===== src/rtl/nd_pkg.sv =====
package nd_pkg;
    localparam int A_W   = 6;
    localparam int B_W   = 12;
    localparam int SEL_W = 2;

    typedef logic [A_W-1:0]   a_t;
    typedef logic [B_W-1:0]   b_t;
    typedef logic [SEL_W-1:0] sel_t;

    // programming word as written and as held in the shadow register
    typedef struct packed {
        sel_t sel;
        b_t   b;
        a_t   a;
    } nword_t;

    // running counter state
    typedef struct packed {
        sel_t sel;
        b_t   b;
        a_t   a;
    } nstate_t;

    function automatic logic word_ok(nword_t w, int unsigned bmin);
        return (32'(w.b) >= bmin) && (w.b >= B_W'(w.a));
    endfunction
endpackage


===== src/rtl/nd_word_latch.sv =====
module nd_word_latch
    import nd_pkg::*;
#(
    parameter int unsigned B_MIN    = 3,
    parameter nword_t      RST_WORD = '0
) (
    input  logic   clk,
    input  logic   rst,
    input  logic   ld_en,
    input  nword_t wr_word,
    output nword_t word_q
);
    always_ff @(posedge clk) begin
        if (rst)
            word_q <= RST_WORD;
        else if (ld_en && word_ok(wr_word, B_MIN))
            word_q <= wr_word;
    end
endmodule


===== src/rtl/nd_hold_ctl.sv =====
module nd_hold_ctl (
    input  logic clk,
    input  logic rst,
    input  logic cnt_rst,
    input  logic pwr_dn,
    output logic hold_req,
    output logic held_q
);
    assign hold_req = cnt_rst | pwr_dn;

    always_ff @(posedge clk) begin
        if (rst) held_q <= 1'b1;
        else     held_q <= hold_req;
    end
endmodule


===== src/rtl/nd_swallow_core.sv =====
module nd_swallow_core
    import nd_pkg::*;
(
    input  logic    clk,
    input  logic    rst,
    input  logic    reload_req,
    input  nword_t  word,
    output nstate_t st,
    output logic    term
);
    assign term = (st.b == B_W'(1));

    always_ff @(posedge clk) begin
        if (rst) begin
            st <= '0;
        end else if (reload_req || term) begin
            st.a   <= word.a;
            st.b   <= word.b;
            st.sel <= word.sel;
        end else begin
            st.b <= st.b - B_W'(1);
            if (st.a != '0)
                st.a <= st.a - A_W'(1);
        end
    end
endmodule


===== src/rtl/swallow_ndiv.sv =====
module swallow_ndiv
    import nd_pkg::*;
#(
    parameter int unsigned B_MIN   = 3,
    parameter int unsigned A_RST   = 0,
    parameter int unsigned B_RST   = 3,
    parameter int unsigned SEL_RST = 0
) (
    input  logic             clk,
    input  logic             rst,
    input  logic             ld_en,
    input  logic [A_W-1:0]   a_in,
    input  logic [B_W-1:0]   b_in,
    input  logic [SEL_W-1:0] sel_in,
    input  logic             cnt_rst,
    input  logic             pwr_dn,
    output logic             mod_ctl,
    output logic             div_out,
    output logic [SEL_W-1:0] presc_sel,
    output logic             hold_o
);
    localparam nword_t RST_WORD = '{sel: SEL_W'(SEL_RST), b: B_W'(B_RST), a: A_W'(A_RST)};

    nword_t  wr_word;
    nword_t  word_q;
    nstate_t st;
    logic    term;
    logic    hold_req;
    logic    held_q;

    assign wr_word = '{sel: sel_in, b: b_in, a: a_in};

    nd_word_latch #(.B_MIN(B_MIN), .RST_WORD(RST_WORD)) u_latch (
        .clk(clk), .rst(rst), .ld_en(ld_en), .wr_word(wr_word), .word_q(word_q)
    );

    nd_hold_ctl u_hold (
        .clk(clk), .rst(rst), .cnt_rst(cnt_rst), .pwr_dn(pwr_dn),
        .hold_req(hold_req), .held_q(held_q)
    );

    nd_swallow_core u_core (
        .clk(clk), .rst(rst), .reload_req(hold_req | held_q),
        .word(word_q), .st(st), .term(term)
    );

    assign mod_ctl   = !held_q && (st.a != '0);
    assign div_out   = !held_q && term;
    assign presc_sel = st.sel;
    assign hold_o    = held_q;
endmodule


===== config.mk =====
export PLATFORM = sky130hd
export DESIGN_NAME = swallow_ndiv
export DESIGN_NICKNAME = d
export VERILOG_FILES = /design/src/rtl/nd_pkg.sv /design/src/rtl/nd_word_latch.sv /design/src/rtl/nd_hold_ctl.sv /design/src/rtl/nd_swallow_core.sv /design/src/rtl/swallow_ndiv.sv
export SDC_FILE = /design/constraint.sdc
export NUM_CORES = 1
export LEC_CHECK = 0
export ABC_AREA = 0
export ABC_CLOCK_PERIOD_IN_PS = 2300
export BUFFER_PORTS_ARGS = -buffer_cell sky130_fd_sc_hd__buf_2
export CAP_MARGIN = 30
export CORE_MARGIN = 2
export CORE_UTILIZATION = 56
export DETAILED_ROUTE_END_ITERATION = 7
export GPL_TIMING_DRIVEN = 1
export PLACE_DENSITY_LB_ADDON = 0.12
export SETUP_SLACK_MARGIN = 0.2
export SLEW_MARGIN = 20
export SYNTH_ARGS = -nofsm -noshare
export SYNTH_HDL_FRONTEND = slang
export SYNTH_SLANG_ARGS = --single-unit

===== constraint.sdc =====
create_clock -name clk -period 2.3 [get_ports clk]
set_input_delay 0.345 -clock clk [delete_from_list [all_inputs] [get_ports clk]]
set_output_delay 0.345 -clock clk [all_outputs]
set_load 0.02 [all_outputs]

* Yosys cells after proc, flatten, opt, wreduce, memory -nomap -nowiden *
Index checks and enable logic that the tools add are counted.

word-level totals
  bits in registers = 41
  input bits = 25
  word-level logic and storage cells = 24

operators by class
  $add $sub $neg = 2
  order comparisons = 2
  eq/ne operators = 1
  mux-type cells = 2
  bitwise logic cells = 2
  reductions and logical operators = 8

operators with widths
  cell                   count
  $mux 18                1
  $eq 12x1->1 const B    1
  $ge 12x2->1 const B    1
  $ge 12x6->1            1
  $sub 12x1->12 const B  1
  $mux 6                 1
  $reduce_bool 6->1      1
  $sub 6x1->6 const B    1
  $logic_and 1x1->1      4
  $or 1x1->1             2
  $reduce_bool 2->1      1
  $logic_not 1->1        1
  $logic_or 1x1->1       1

* Longest topological paths before layout *
  depth after elaboration = 4
  mapped depth = 9
  mapped depth without buffers = 7

* Hierarchy *
A second synthesis with hierarchy kept.

unflattened totals
  cells, all modules = 256
  area total of the unflattened synthesis = 2,317.2 sq um

modules (own cells, without submodules)
  module           instances  cells each  area an instance (sq um)  seq. area each (sq um)
  nd_swallow_core  1          136         1,196.1                   400.4
  nd_word_latch    1          112         1,061.0                   400.4
  nd_hold_ctl      1          3           32.5                      20.0
  swallow_ndiv     1          5           27.5                      0.0

* Worst setup path after synthesis *
No wires, ideal clock.

  path type = in2reg
  start point = input b_in[0]
  end point = register, netlist name u_latch.word_q[0]
  arrival = 1,823 ps
  data required time = 2,181 ps
  path slack = 358 ps
  cell stages on the path = 8
  buffers on the path = 1
  cells stage by stage = inv_1 ha_1 nand2b_4 a2111o_1 a41oi_4 nor2_4 buf_8 mux2i_1

between the ends
  longest elaborated chain between the ends = 3
  elaborated cells on any way between the ends = 4

RTL lines
  item                                               RTL line             RTL
  start: declaration                                 swallow_ndiv.sv:13   input logic [B_W-1:0] b_in,
  $ge 12x2->1 / $ge 12x6->1 (equally long branches)  nd_pkg.sv:25         return (32'(w.b) >= bmin) && (w.b >= B_W'(w.a));
  $logic_and 1x1->1 *                                nd_pkg.sv:25
  $logic_and 1x1->1 *                                nd_word_latch.sv:16  else if (ld_en && word_ok(wr_word, B_MIN))

Mark *: on every way between the ends. The rest lies on a longest branch, timed or not.
A chain may end at the register's enable or synchronous reset.

* Final worst setup path *
  start point = register, netlist name u_core.st[11]
  end point = output div_out

between the ends
  longest elaborated chain between the ends = 2

RTL lines
  item               RTL line               RTL
  $eq 12x1->1        nd_swallow_core.sv:11  assign term = (st.b == B_W'(1));
  $logic_and 1x1->1  swallow_ndiv.sv:48     assign div_out = !held_q && term;
  end: declaration   swallow_ndiv.sv:18     output logic div_out,

No other way between the ends.

==> results.yml <==
status:
  status: "finished clean"
floorplanning:
  rows: 22
  initial_core_util_pct: 58.3
  die_area_um2: 4320
  fp.dieH_um: 65.8
  ios: 30
  die_w_um: 65.8
  core_region_area_um2: 3660
grt:
  grt_usage_pct: 20.7
  grt_overflow: 0
  grt_max_degree: 58
  antenna_found_initial: 0
  grt_pass1_wl_um: 6910
  grt_pass1_vias: 1510
detailed_routing:
  wl_per_cell_um: 12.1
  via_per_inst: 5.20
  wl_um: 3820
  dr.pass1.iters: 4
  drtIter0Drc: 94
  drc_errors: 0
  antenna_left: 0
  vias: 1639
worst_hold_path:
  min_from: "cnt_rst"
  hp-class: "input port to flop"
layout:
  syn_to_final_growth_pct: 12.3
  num_antenna_cells: 0
  fill_cells: 325
  nets: 301
  drive_gt1_share_pct: 16.1
clocking:
  ctsHoldBuffers: 0
  cts_buffers: 5
  cts.sinks: 41
  cts_root_buffer: "clkbuf_8"
  clkTransAtPathRegs_ns: 0.08
  clockBufferDepth: 2
  cts_tree: "built"
  cts_resized: 0
  insertion_delay_ns: 0.29
  post-cts-setup-buffers: 0
  ctsHtreeMaxLevel: 2
worst_setup_path:
  rr_worst_depth: 6
  rrSetupSlack_ns: 0.54
  cp-end-kind: "output pin"
  r2r_start: "u_core.st[11]"
  cp.required_ns: 1.96
  crit_path_start: "u_core.st[11]"
  r2r_end: "u_core.st[17]"
  path_max_fanout: 5
  cp-start-kind: "flop"
  crit_end: "div_out"
  worstPathArrival_ns: 1.53
  worstSetupPathType: "flop to output pin"
timing:
  min_period_ns: 1.88
  slew_violations: 0
  fin_skew_ns: 0.00253
  setup_viol: 0
  fin_crit_sh_pct: 81.7
  finalSetupTns_ns: 0
  rsz0062_at_grt: "false"
  worstMarginPinSlew_ns: 0.821
  hold_viol_final: 0
  fmax_mhz: 532
  max_slew_margin_pct: 45.3
synth:
  syn_area_um2: 2140
  ys_warn_count: 0
  avgSynthCellArea_um2: 8.83
  synth_cells: 242
  async_reset_ff_share_pct: 0
  synth_cell_types: 35
  yosysMostFrequentCell: "dfxtp_1"
  synth_fp_nets: 277
  synth_seq_cells: 41
  synth_top_area_share_pct: 38.4
  synthTopCellsByCount: "dfxtp_1, nand2b_1, nand2_1"
  synth.yosys.seq_area_share_pct: 38.4
  synth_flop_cell: "dfxtp_1"
  synth_area_leader_cell: "dfxtp_1"
  synth_edf_count: 0
  synth_area_leaders: "dfxtp_1, nand2b_1, mux2i_1, ha_1, nand2_1"
power:
  combPwrFrac_pct: 14.2
  power.total_mw: 1.70
  pwr-share-seq_pct: 45.8
  internal_power_mw: 1.29
  powerDensity_nw_per_um2: 708
  p_sw_share_pct: 24.0
  p_leak_nw: 1.01
  p_sw_mw: 0.407
  ir_worst_vdd_v: 0.000350
  power_frac_clock_pct: 40.0
placed_design:
  hpwl_um: 2700
  gp_congestion: 0.761
  portBuffers: 29
job:
  maxCapViolCount: 0
layout by cell type, fill, tap and decap left out:
| cell type | Yosys | final |
|---|---|---|
| bufinv_16 | 0 | 2 |
| a21oi_1 | 14 | 14 |
| nand4b_1 | 1 | 1 |
| or3_1 | 2 | 2 |
| a211oi_1 | 12 | 12 |
| nand2b_4 | 1 | 1 |
| clkinv_2 | 0 | 1 |
| xor2_1 | 9 | 9 |
| nor3_1 | 5 | 5 |
| a2111o_1 | 1 | 1 |
| o21ai_2 | 1 | 1 |
| clkbuf_8 | 0 | 5 |
| nand3_1 | 6 | 6 |
| nand4_1 | 2 | 2 |
| nor2_4 | 1 | 1 |
| mux2i_1 | 16 | 16 |
| nand2_1 | 25 | 25 |
| nor4_1 | 3 | 3 |
| nor4_4 | 1 | 1 |
| buf_4 | 2 | 1 |
| ha_1 | 10 | 10 |
| a41oi_4 | 1 | 1 |
| o211ai_1 | 1 | 1 |
| dfxtp_1 | 41 | 41 |
| nand2b_1 | 28 | 28 |
| and2_1 | 1 | 1 |
| or2b_1 | 1 | 1 |
| nor2b_1 | 1 | 1 |
| nand3b_1 | 1 | 1 |
| nor2_1 | 23 | 23 |
| buf_2 | 0 | 29 |
| xnor2_1 | 6 | 6 |
| o21ai_0 | 5 | 5 |
| inv_1 | 10 | 10 |
power by group through the flow:
stage | logic, mW | clock network, mW | registers [mW]
floorplan | 0.185 | 0 | 0.788
global placement | 0.237 | 0 | 0.795
detailed placement | 0.239 | 0 | 0.795
CTS | 0.243 | 0.693 | 0.778
global route | 0.275 | 0.726 | 0.784
finish | 0.242 | 0.679 | 0.778
logic make-up (layout without fill, tap and decap cells):
logic type	Yosys count	in the layout	share of synthesized area, %
xor+xnor	15	15	6.15
mux	16	16	7.50
flops	41	41	38.4
fa+ha+maj	10	10	5.86
buf+inv	23	48	5.68
compound gates	35	35	11.2
simple gates	102	102	25.1
metrics by stage:
step | cell area [um^2] | hold slack, ns | cells | setup slack (ns) | util [%]
after floorplan | 2140 | 0.432 | 242 | 0.358 | -
final | 2400 | 0.245 | 315 | 0.422 | 65.5
after global placement | 2260 | 0.436 | 307 | 0.211 | 61.9
after global routing | 2400 | 0.249 | 315 | 0.297 | 65.5
after detailed placement | 2260 | 0.444 | 307 | 0.176 | 61.9
after CTS | 2400 | 0.240 | 315 | 0.392 | 65.5
worst max-delay path, cell delays in order (launching register included):
cell and delay [ns]:
dfxtp_1 0.35, nor4_4 0.38, nand4_1 0.22, nor2_1 0.12, buf_2 0.17
area by class of cell:
type	instances	area, um^2	share of cell area (%)
clock buffer	5	68.8	2.87
clock inverter	3	65.1	2.71
inverter	10	37.5	1.56
multi-input combinational	178	1190	49.8
sequential	41	821	34.2
tap	48	60.1	2.50
timing repair buffer	30	153	6.36
per-layer routing:
layer  share of wire, %  GRT usage (%)  up-vias
li1                   -              -      866
met1                 53           30.8      727
met2                 40           28.2       39
met3                4.9           5.14        7
met4                1.8           8.59        0
met5                  0              0        -
how the worst min path moves through the flow:
stage,slack (ns),end,depth (start not counted)
2_1_floorplan,0.43,u_core.st[18],2
3_3_place_gp,0.44,u_core.st[18],2
3_5_place_dp,0.44,u_core.st[19],2
4_1_cts,0.24,u_hold.held_q,2
5_1_grt,0.25,u_hold.held_q,2
6_report,0.25,u_hold.held_q,2
flip-flops by register name, summed over array words and instances, names as in the netlist:
name            count
u_latch.word_q     20
u_hold.held_q       1
u_core.st          20
No activity file was read; power rests on OpenSTA's default activity.
